### src/rtl/tod_pkg.sv
`timescale 1ns/1ps
package tod_pkg;

    localparam int ADDR_W = 3;
    localparam int DATA_W = 8;

    typedef enum logic [ADDR_W-1:0] {
        A_CTRL  = 3'd0,
        A_SEC   = 3'd1,
        A_MIN   = 3'd2,
        A_HOUR  = 3'd3,
        A_DAY   = 3'd4,
        A_DATE  = 3'd5,
        A_MONTH = 3'd6,
        A_YEAR  = 3'd7
    } tod_addr_e;

    typedef struct packed {
        logic [7:0] ctrl;
        logic       stop;
        logic [6:0] sec;
        logic [6:0] min;
        logic [5:0] hour;
        logic       cent;
        logic [2:0] wday;
        logic [5:0] date;
        logic [4:0] month;
        logic [7:0] year;
    } tod_state_t;

    // both nibbles hold a decimal digit
    function automatic logic bcd_ok(input logic [7:0] v);
        return (v[7:4] <= 4'd9) && (v[3:0] <= 4'd9);
    endfunction

    // BCD byte to binary value (valid for any nibble pair, max 165)
    function automatic logic [7:0] bcd_bin(input logic [7:0] v);
        return ({4'b0, v[7:4]} * 8'd10) + {4'b0, v[3:0]};
    endfunction

    // add one in BCD
    function automatic logic [7:0] bcd_inc(input logic [7:0] v);
        if (v[3:0] == 4'd9)
            return {v[7:4] + 4'd1, 4'd0};
        return {v[7:4], v[3:0] + 4'd1};
    endfunction

endpackage

### src/rtl/tod_wr_check.sv
`timescale 1ns/1ps
module tod_wr_check
    import tod_pkg::*;
(
    input  logic [DATA_W-1:0] wdata,
    output logic              ok_sec,
    output logic              ok_min,
    output logic              ok_hour,
    output logic              ok_wday,
    output logic              ok_date,
    output logic              ok_month,
    output logic              ok_year
);

    logic [7:0] f_sec, f_hour, f_date, f_month;
    logic [7:0] v_sec, v_hour, v_date, v_month, v_year;

    always_comb begin
        f_sec   = {1'b0, wdata[6:0]};
        f_hour  = {2'b0, wdata[5:0]};
        f_date  = {2'b0, wdata[5:0]};
        f_month = {3'b0, wdata[4:0]};
        v_sec   = bcd_bin(f_sec);
        v_hour  = bcd_bin(f_hour);
        v_date  = bcd_bin(f_date);
        v_month = bcd_bin(f_month);
        v_year  = bcd_bin(wdata);

        // seconds and minutes share the same field layout and range
        ok_sec   = bcd_ok(f_sec) && (v_sec <= 8'd59);
        ok_min   = ok_sec;
        ok_hour  = bcd_ok(f_hour) && (v_hour <= 8'd23);
        ok_wday  = (wdata[2:0] != 3'd0);
        ok_date  = bcd_ok(f_date) && (v_date >= 8'd1) && (v_date <= 8'd31);
        ok_month = bcd_ok(f_month) && (v_month >= 8'd1) && (v_month <= 8'd12);
        ok_year  = bcd_ok(wdata) && (v_year <= 8'd99);
    end

endmodule

### src/rtl/tod_advance.sv
`timescale 1ns/1ps
module tod_advance
    import tod_pkg::*;
(
    input  tod_state_t cur,
    output tod_state_t nxt
);

    logic       leap;
    logic [5:0] last_day;
    logic       date_end;
    logic [7:0] year_bin;

    always_comb begin
        year_bin = bcd_bin(cur.year);
        leap     = (year_bin[1:0] == 2'b00);
        case (cur.month)
            5'h02:                      last_day = leap ? 6'h29 : 6'h28;
            5'h04, 5'h06, 5'h09, 5'h11: last_day = 6'h30;
            default:                    last_day = 6'h31;
        endcase
        date_end = bcd_bin({2'b0, cur.date}) >= bcd_bin({2'b0, last_day});
    end

    always_comb begin
        nxt = cur;
        if (cur.sec != 7'h59) begin
            nxt.sec = 7'(bcd_inc({1'b0, cur.sec}));
        end else begin
            nxt.sec = 7'h00;
            if (cur.min != 7'h59) begin
                nxt.min = 7'(bcd_inc({1'b0, cur.min}));
            end else begin
                nxt.min = 7'h00;
                if (cur.hour != 6'h23) begin
                    nxt.hour = 6'(bcd_inc({2'b0, cur.hour}));
                end else begin
                    nxt.hour = 6'h00;
                    nxt.wday = (cur.wday >= 3'd7) ? 3'd1 : cur.wday + 3'd1;
                    if (!date_end) begin
                        nxt.date = 6'(bcd_inc({2'b0, cur.date}));
                    end else begin
                        nxt.date = 6'h01;
                        if (cur.month != 5'h12) begin
                            nxt.month = 5'(bcd_inc({3'b0, cur.month}));
                        end else begin
                            nxt.month = 5'h01;
                            nxt.year  = (cur.year == 8'h99) ? 8'h00 : bcd_inc(cur.year);
                        end
                    end
                end
            end
        end
    end

endmodule

### src/rtl/tod_rd_mux.sv
`timescale 1ns/1ps
module tod_rd_mux
    import tod_pkg::*;
(
    input  tod_state_t        st,
    input  logic [ADDR_W-1:0] addr,
    output logic [DATA_W-1:0] rdata
);

    always_comb begin
        case (addr)
            A_CTRL:  rdata = st.ctrl;
            A_SEC:   rdata = {st.stop, st.sec};
            A_MIN:   rdata = {1'b0, st.min};
            A_HOUR:  rdata = {2'b0, st.hour};
            A_DAY:   rdata = {1'b0, st.cent, 3'b000, st.wday};
            A_DATE:  rdata = {2'b0, st.date};
            A_MONTH: rdata = {3'b0, st.month};
            default: rdata = st.year;
        endcase
    end

endmodule

### src/rtl/tod_bcd_bank.sv
`timescale 1ns/1ps
module tod_bcd_bank
    import tod_pkg::*;
#(
    parameter bit YEAR_BASE_1968 = 1'b0
) (
    input  logic              clk,
    input  logic              rst,
    input  logic              tick_1hz,
    input  logic [ADDR_W-1:0] bus_addr,
    input  logic              bus_wr,
    input  logic [DATA_W-1:0] bus_wdata,
    output logic [DATA_W-1:0] bus_rdata
);

    localparam logic [7:0] RESET_YEAR = YEAR_BASE_1968 ? 8'h32 : 8'h00;
    localparam tod_state_t RESET_STATE = '{
        ctrl: 8'h00, stop: 1'b0, sec: 7'h00, min: 7'h00, hour: 6'h00,
        cent: 1'b0, wday: 3'd1, date: 6'h01, month: 5'h01, year: RESET_YEAR
    };

    tod_state_t q, d, adv;
    logic ok_sec, ok_min, ok_hour, ok_wday, ok_date, ok_month, ok_year;
    logic field_wr;

    tod_wr_check u_chk (
        .wdata    (bus_wdata),
        .ok_sec   (ok_sec),
        .ok_min   (ok_min),
        .ok_hour  (ok_hour),
        .ok_wday  (ok_wday),
        .ok_date  (ok_date),
        .ok_month (ok_month),
        .ok_year  (ok_year)
    );

    tod_advance u_adv (
        .cur (q),
        .nxt (adv)
    );

    tod_rd_mux u_rd (
        .st    (q),
        .addr  (bus_addr),
        .rdata (bus_rdata)
    );

    always_comb begin
        field_wr = bus_wr && (bus_addr != A_CTRL);
        d = q;
        if (tick_1hz && !q.stop && !field_wr)
            d = adv;
        if (bus_wr) begin
            case (bus_addr)
                A_CTRL: d.ctrl = (bus_wdata & 8'h5F) | 8'h90;
                A_SEC: begin
                    d.stop = bus_wdata[7];
                    if (ok_sec) d.sec = bus_wdata[6:0];
                end
                A_MIN:   if (ok_min)   d.min   = bus_wdata[6:0];
                A_HOUR:  if (ok_hour)  d.hour  = bus_wdata[5:0];
                A_DAY: begin
                    d.cent = bus_wdata[6];
                    if (ok_wday) d.wday = bus_wdata[2:0];
                end
                A_DATE:  if (ok_date)  d.date  = bus_wdata[5:0];
                A_MONTH: if (ok_month) d.month = bus_wdata[4:0];
                default: if (ok_year)  d.year  = bus_wdata;
            endcase
        end
    end

    always_ff @(posedge clk) begin
        if (rst) q <= RESET_STATE;
        else     q <= d;
    end

    AST_RESET_START: assert property (@(posedge clk) disable iff (rst)
        $past(rst) |-> (q.sec == 7'h00 && q.date == 6'h01 && q.month == 5'h01 && q.wday == 3'd1));
    AST_SEC_LEGAL: assert property (@(posedge clk) disable iff (rst)
        bcd_ok({1'b0, q.sec}) && (q.sec <= 7'h59));
    AST_TICK_MOVES: assert property (@(posedge clk) disable iff (rst)
        (tick_1hz && !q.stop && !bus_wr) |=> (q.sec != $past(q.sec)));
    AST_CAL_LEGAL: assert property (@(posedge clk) disable iff (rst)
        (q.date >= 6'h01) && (q.date <= 6'h31) && (q.month >= 5'h01) && (q.month <= 5'h12));
    AST_STOP_HOLDS: assert property (@(posedge clk) disable iff (rst)
        (q.stop && !bus_wr) |=> (q.sec == $past(q.sec) && q.min == $past(q.min)));
    AST_REJECT_KEEPS: assert property (@(posedge clk) disable iff (rst)
        (bus_wr && bus_addr == A_MONTH && !ok_month) |=> (q.month == $past(q.month)));
    AST_CTRL_FORCED: assert property (@(posedge clk) disable iff (rst)
        (bus_wr && bus_addr == A_CTRL) |=> (q.ctrl[7] && q.ctrl[4] && !q.ctrl[5]));
    AST_WRITE_BEATS_TICK: assert property (@(posedge clk) disable iff (rst)
        (tick_1hz && bus_wr && bus_addr == A_MIN) |=> (q.sec == $past(q.sec)));

endmodule

### config.mk
export PLATFORM = sky130hd
export DESIGN_NAME = tod_bcd_bank
export DESIGN_NICKNAME = d
export VERILOG_FILES = /design/src/rtl/tod_pkg.sv /design/src/rtl/tod_wr_check.sv /design/src/rtl/tod_advance.sv /design/src/rtl/tod_rd_mux.sv /design/src/rtl/tod_bcd_bank.sv
export SDC_FILE = /design/constraint.sdc
export NUM_CORES = 1
export LEC_CHECK = 0
export BUFFER_PORTS_ARGS = -buffer_cell sky130_fd_sc_hd__buf_2
export CAP_MARGIN = 20
export CORE_ASPECT_RATIO = 2
export CORE_MARGIN = 2
export CORE_UTILIZATION = 61
export CTS_CLUSTER_SIZE = 25
export DETAILED_ROUTE_END_ITERATION = 8
export MAX_ROUTING_LAYER = met4
export PLACE_DENSITY = 0.76
export SLEW_MARGIN = 20
export SYNTH_ARGS = -nofsm -noshare
export SYNTH_HDL_FRONTEND = slang
export SYNTH_SLANG_ARGS = --single-unit
### constraint.sdc
create_clock -name clk -period 4.08 [get_ports clk]
set_input_delay 1.02 -clock clk [delete_from_list [all_inputs] [get_ports clk]]
set_output_delay 1.02 -clock clk [all_outputs]
set_load 0.1 [all_outputs]
; ---- Yosys cells after proc, flatten, opt, wreduce, memory -nomap -nowiden
; Index checks and enable logic that the tools add are counted.
[word_totals]
ff_bits = 52
latchBits = 0
mem_bits_rw = 0
mem_bits_ro = 0
input_bits = 15
output_inout_bits = 8
elab_cells = 165
mem_count = 0
[classes]
add_sub_neg = 20
n_mul = 7
div = 0
order_cmp = 13
eq_ne = 22
n_shift = 0
mux = 72
bitwise = 0
n_reduce_logical = 21
[op_table]
columns = operator, n
row1 = 22-bit two-way mux, 3
row2 = 6-bit two-way mux, 11
row3 = 8-bit two-way mux, 8
row4 = 7-bit two-way mux, 9
row5 = 8-bit case mux with 7 select lines, 1
row6 = 52-bit two-way mux, 1
row7 = 43-bit two-way mux, 1
row8 = 4-bit by 1-bit adder with 4-bit output (second input constant), 7
row9 = 1-bit two-way mux, 27
row10 = 13-bit two-way mux, 2
row11 = 5-bit two-way mux, 5
row12 = 4-bit equality test (second input constant), 6
row13 = 6-bit by 4-bit adder with 7-bit output, 3
row14 = 8-bit by 1-bit greater-or-equal comparator with 1-bit output (second input constant), 2
row15 = 8-bit by 5-bit <= comparator with 1-bit output (second input constant), 2
row16 = 2-bit by 3-bit multiplier with 5-bit output (second input constant), 3
row17 = 7-bit != test (second input constant), 2
row18 = 1-bit logical AND, 13
row19 = 6-bit case mux with 2 select lines, 1
row20 = 5-bit by 3-bit equality test with 1-bit output (second input constant), 2
row21 = 3-bit by 1-bit adder with 3-bit output (second input constant), 3
row22 = 3-bit equality test (second input constant), 3
row23 = 7-bit by 4-bit adder with 8-bit output, 1
row24 = 8-bit by 4-bit adder with 8-bit output, 1
row25 = other kinds (32), 38

; ---- Depth between registers and ports, before layout
[depth]
word_depth = 23
depth_mapped = 14
mapped_depth_nobuf = 13

; ---- Hierarchy
; From an unflattened synthesis, not the netlist that was laid out.
[hier_totals]
hier_cells = 708
hier_area_um2 = 5257.5
[by_module_without_submodules]
columns = module, instances, cells_per_inst, area_each_um2, seq_area_each_um2
row1 = tod_bcd_bank, 1, 312, 2456.1, 1041.0
row2 = tod_advance, 1, 248, 1706.6, 0.0
row3 = tod_wr_check, 1, 79, 609.3, 0.0
row4 = tod_rd_mux, 1, 69, 485.5, 0.0

; ---- Worst setup path before layout
; No wires, ideal clock.
[synth_path]
path_type = in2out
start = input port bus_addr[1]
end = output port bus_rdata[6]
arrival_time_ps = 3700
setup_slack_ps = -640
stages = 5
path_buffers = 3
cell_sequence = buf_2 buf_1 clkbuf_1 nand3_1 a31oi_1
[synth_via]
elab_chain_len = 2
word_cells_on_any_way = 8
cone_classes = eq/ne (6) / mux (1) / reduce/logical (1)
[synth_lines]
columns = element, line
row1 = from (decl), tod_bcd_bank.sv:10  ; input logic [ADDR_W-1:0] bus_addr,
row2 = 3-bit equality test (tied with other cells), tod_rd_mux.sv:11  ; case (addr)
row3 = 8-bit case mux with 7 select lines *, tod_rd_mux.sv:11
row4 = to (decl), tod_bcd_bank.sv:13  ; output logic [DATA_W-1:0] bus_rdata
; Mark *: on every way between the ends. The rest lies on a longest branch, timed or not.

; ---- Worst setup path in the final report
[layout_path]
start = input port bus_addr[2]
end = output port bus_rdata[5]
; The elaborated chain is that of the path after synthesis.

==> results by group <==
Worst setup path
  – WS Path Type: in2out
  – Crit path required time: 3060 ps
  – Worst r2r dst: q[2]
  – R2r setup slk: 720 ps
  – R2r worst-path depth: 11
  – Worst path top cell family by delay: buffers and inverters
  – Worst EP arrival: 2660 ps
  – Crit-path max FO: 24
  – Buffers & Inverters on Critical Path: 2
  – Cells along the critical path: buf_2, nor2b_1, nand2_1, o22ai_1, a31oi_1, nor2_1, a221o_1, buf_12
  – Slowest-stage cell, CP: buf_2
  – RR Startpoint: q[4]
  – CP Capture Type: output port
  – Startpoint Class: input pin
  – Peak per-stage delay on the critical path: 370 ps

Clock tree
  – CTS Hold Buffers Added: 0
  – H-Tree Level Count: 2
  – CTS sink cnt: 50
  – TritonCTS buffer count: 5
  – Bufs on Longest Clock Path: 2
  – CTS clk-pin slew, worst paths: 70 ps
  – PostCTS Resize Cnt: 0
  – CTS tree: yes
  – Post-CTS Repair Setup Buffers: 0
  – Clock Latency Late Sink: 300 ps
  – Root Buffer: clkbuf_16

Timing
  – Worst Tran Pin Value: 1010 ps
  – Max_slew headroom: 0.324
  – Fin Clk Skew: 6.20 ps
  – Final worst-path setup slack: 400 ps
  – Min Hold Slack: 504 ps
  – Finish-stage setup viols: 0
  – Min Tclk post-route: 3680 ps
  – Max-slew violation count: 0
  – RSZ-0062 raised after global routing: no
  – Final TNS setup: 0 ps
  – Tcrit/Tclk final: 0.902
  – Peak Freq: 0.272 GHz
  – Final hold violation count: 0

Route
  – Top sig layer: met4
  – Drt initial violations: 475
  – Drt via density: 6.89
  – Met2 routed WL: 6780 um
  – Routed via count: 4493
  – Metal-1 WL: 4770 um
  – DRT Pass-1 Iters: 5
  – Wire per inst: 19.9 um
  – DRC Markers: 0
  – Met3 WL: 677 um
  – Final WL: 13000 um
  – ANT nets after route: 0

Yosys
  – Avg Inst Size Synth: 7.77 um2
  – Post-synth ARST share: 0
  – Synth warn: 0
  – Post-synthesis sequential area ratio: 0.232
  – Mapped cell area: 4320 um2
  – Mapped Cells: 556
  – Ys flop type: dfxtp_1
  – #FFs+latches synth: 50
  – Post-synth cell types: 69
  – Post-synth EDFFs: 0

Die
  – I/O pins: 23
  – Die area: 7810 um2
  – Die X: 63.5 um
  – Core area: 6890 um2
  – Core Rows: 43
  – Initial core utilization: 0.627
  – Die Ht: 123 um

Pwr
  – Power Total: 1.27 mW
  – Peak VDD IR: 0.239 mV
  – Leakage: 1.76 nW
  – Power Density: 271 nW/um2

Global routing
  – First-pass GRT wire length: 21200 um
  – Initial antenna violation count: 0
  – Largest net degree at the start of global routing: 52
  – Total GRT Usage: 0.355
  – Grt ovf: 0
  – Number of global-route vias before repair: 4402

Status
  – Outcome: finished clean

Finish
  – Final Non-Filler Cells: 652
  – Fillcell total: 646
  – Max reg flops: 50
  – Commonest non-fill, non-tap cell in the layout: nor2_1
  – Top flop regs: q: 50 flops
  – Biggest register: q
  – Syn-to-layout area delta: 8.49%
  – Commonest cells after routing, fill and taps aside: nor2_1, dfxtp_1, nand2_1, o21ai_0, ha_1
  – N_diodes: 0
  – Nets: 611
  – Share of cells above drive strength 1: 0.107

Worst hold path
  – Hold EP: q[46]
  – Worst hold path class: reg2reg
  – Hold Startpoint: q[46]
  – Cells on Worst Hold Path: 2

Placement
  – Port Buffers: 22
  – Placed cells: 644
  – Post-detail-place hpwl: 9890 um
  – DP Worst Slack: 268 ps
  – GPL Wtd Cong: 0.992

Job
  – Max Cap Viol: 0
## cell usage after synthesis (all sizes together) (13+ instances only)
cell type | count | share of area
nor2 | 58 | 0.050
dfxtp | 50 | 0.23
nand2 | 37 | 0.032
ha | 32 | 0.093
o21ai | 32 | 0.037
a21oi | 31 | 0.036
inv | 28 | 0.024
clkbuf | 23 | 0.020
a211oi | 20 | 0.036
a311oi | 19 | 0.039
nand3 | 17 | 0.020
nor4 | 17 | 0.025
nor3 | 15 | 0.017
mux2i | 13 | 0.030
## stage by stage
step                      utilization  cell area, um2
final                           0.680            4690
after global routing            0.680            4690
after CTS                       0.680            4690
after detailed placement        0.658            4530
after global placement          0.658            4530
after floorplan                     -            4350
## metal layers
metal / global-route usage / vias to the layer above
li1: - / 2100
met1: 0.362 / 2128
met2: 0.639 / 199
met3: 0.0464 / 66
met4: 0.212 / 0
met5: - / -
## worst reg2reg max path: stages, from the launching register on
cell	delay, ps
dfxtp_1	490
xor2_1	160
o21ai_0	70
a2111oi_0	510
a31oi_1	110
ha_1	310
nor3b_1	40
o41a_1	380
or2_1	340
nor3_1	430
nand4b_1	160
a311oi_1	270
## worst max path at each step
stage / depth (start not counted) / to / slack [ps] / start
2_1_floorplan: 5 / bus_rdata[6] / 10 / bus_addr[1]
3_5_place_dp: 8 / q[29] / 270 / bus_wdata[4]
6_report: 8 / bus_rdata[5] / 400 / bus_addr[2]
5_1_grt: 7 / bus_rdata[2] / 280 / bus_addr[0]
4_1_cts: 6 / bus_rdata[4] / 440 / bus_addr[0]
3_3_place_gp: 8 / q[30] / 360 / bus_wdata[4]
## cell type report
| class | instances | area, um2 | share of cell area |
|---|---|---|---|
| Timing Repair Buffer | 32 | 215 | 0.0459 |
| Sequential cell | 50 | 1000 | 0.214 |
| Clock buffer | 5 | 125 | 0.0267 |
| Inverter | 29 | 109 | 0.0232 |
| Multi-Input combinational cell | 443 | 3090 | 0.660 |
| Tap cell | 90 | 113 | 0.0240 |
| Clock inverter | 3 | 28.8 | 0.00614 |
## cell families (layout without fill, tap and decap cells)
group / after synthesis / in the layout / synth area share
muxes: 22 / 22 / 0.0614
adders and majority gates: 35 / 35 / 0.107
DFF: 50 / 50 / 0.232
and+or+nand+nor: 209 / 209 / 0.253
other: 2 / 3 / 0.00174
AOI/OAI and AO/OA: 159 / 159 / 0.257
xor gates and xnor gates: 15 / 15 / 0.0304
buffers and inverters: 64 / 69 / 0.0585
## where the power goes
| group | internal, mW | switching (mW) | total, mW | leakage [nW] |
|---|---|---|---|---|
| combinational | 0.101 | 0.191 | 0.291 | 1.28 |
| clock | 0.236 | 0.213 | 0.448 | 0.0763 |
| sequential | 0.503 | 0.0256 | 0.529 | 0.405 |
| total | 0.840 | 0.429 | 1.27 | 1.76 |
Note: power is estimated with default switching activity, not from simulation.
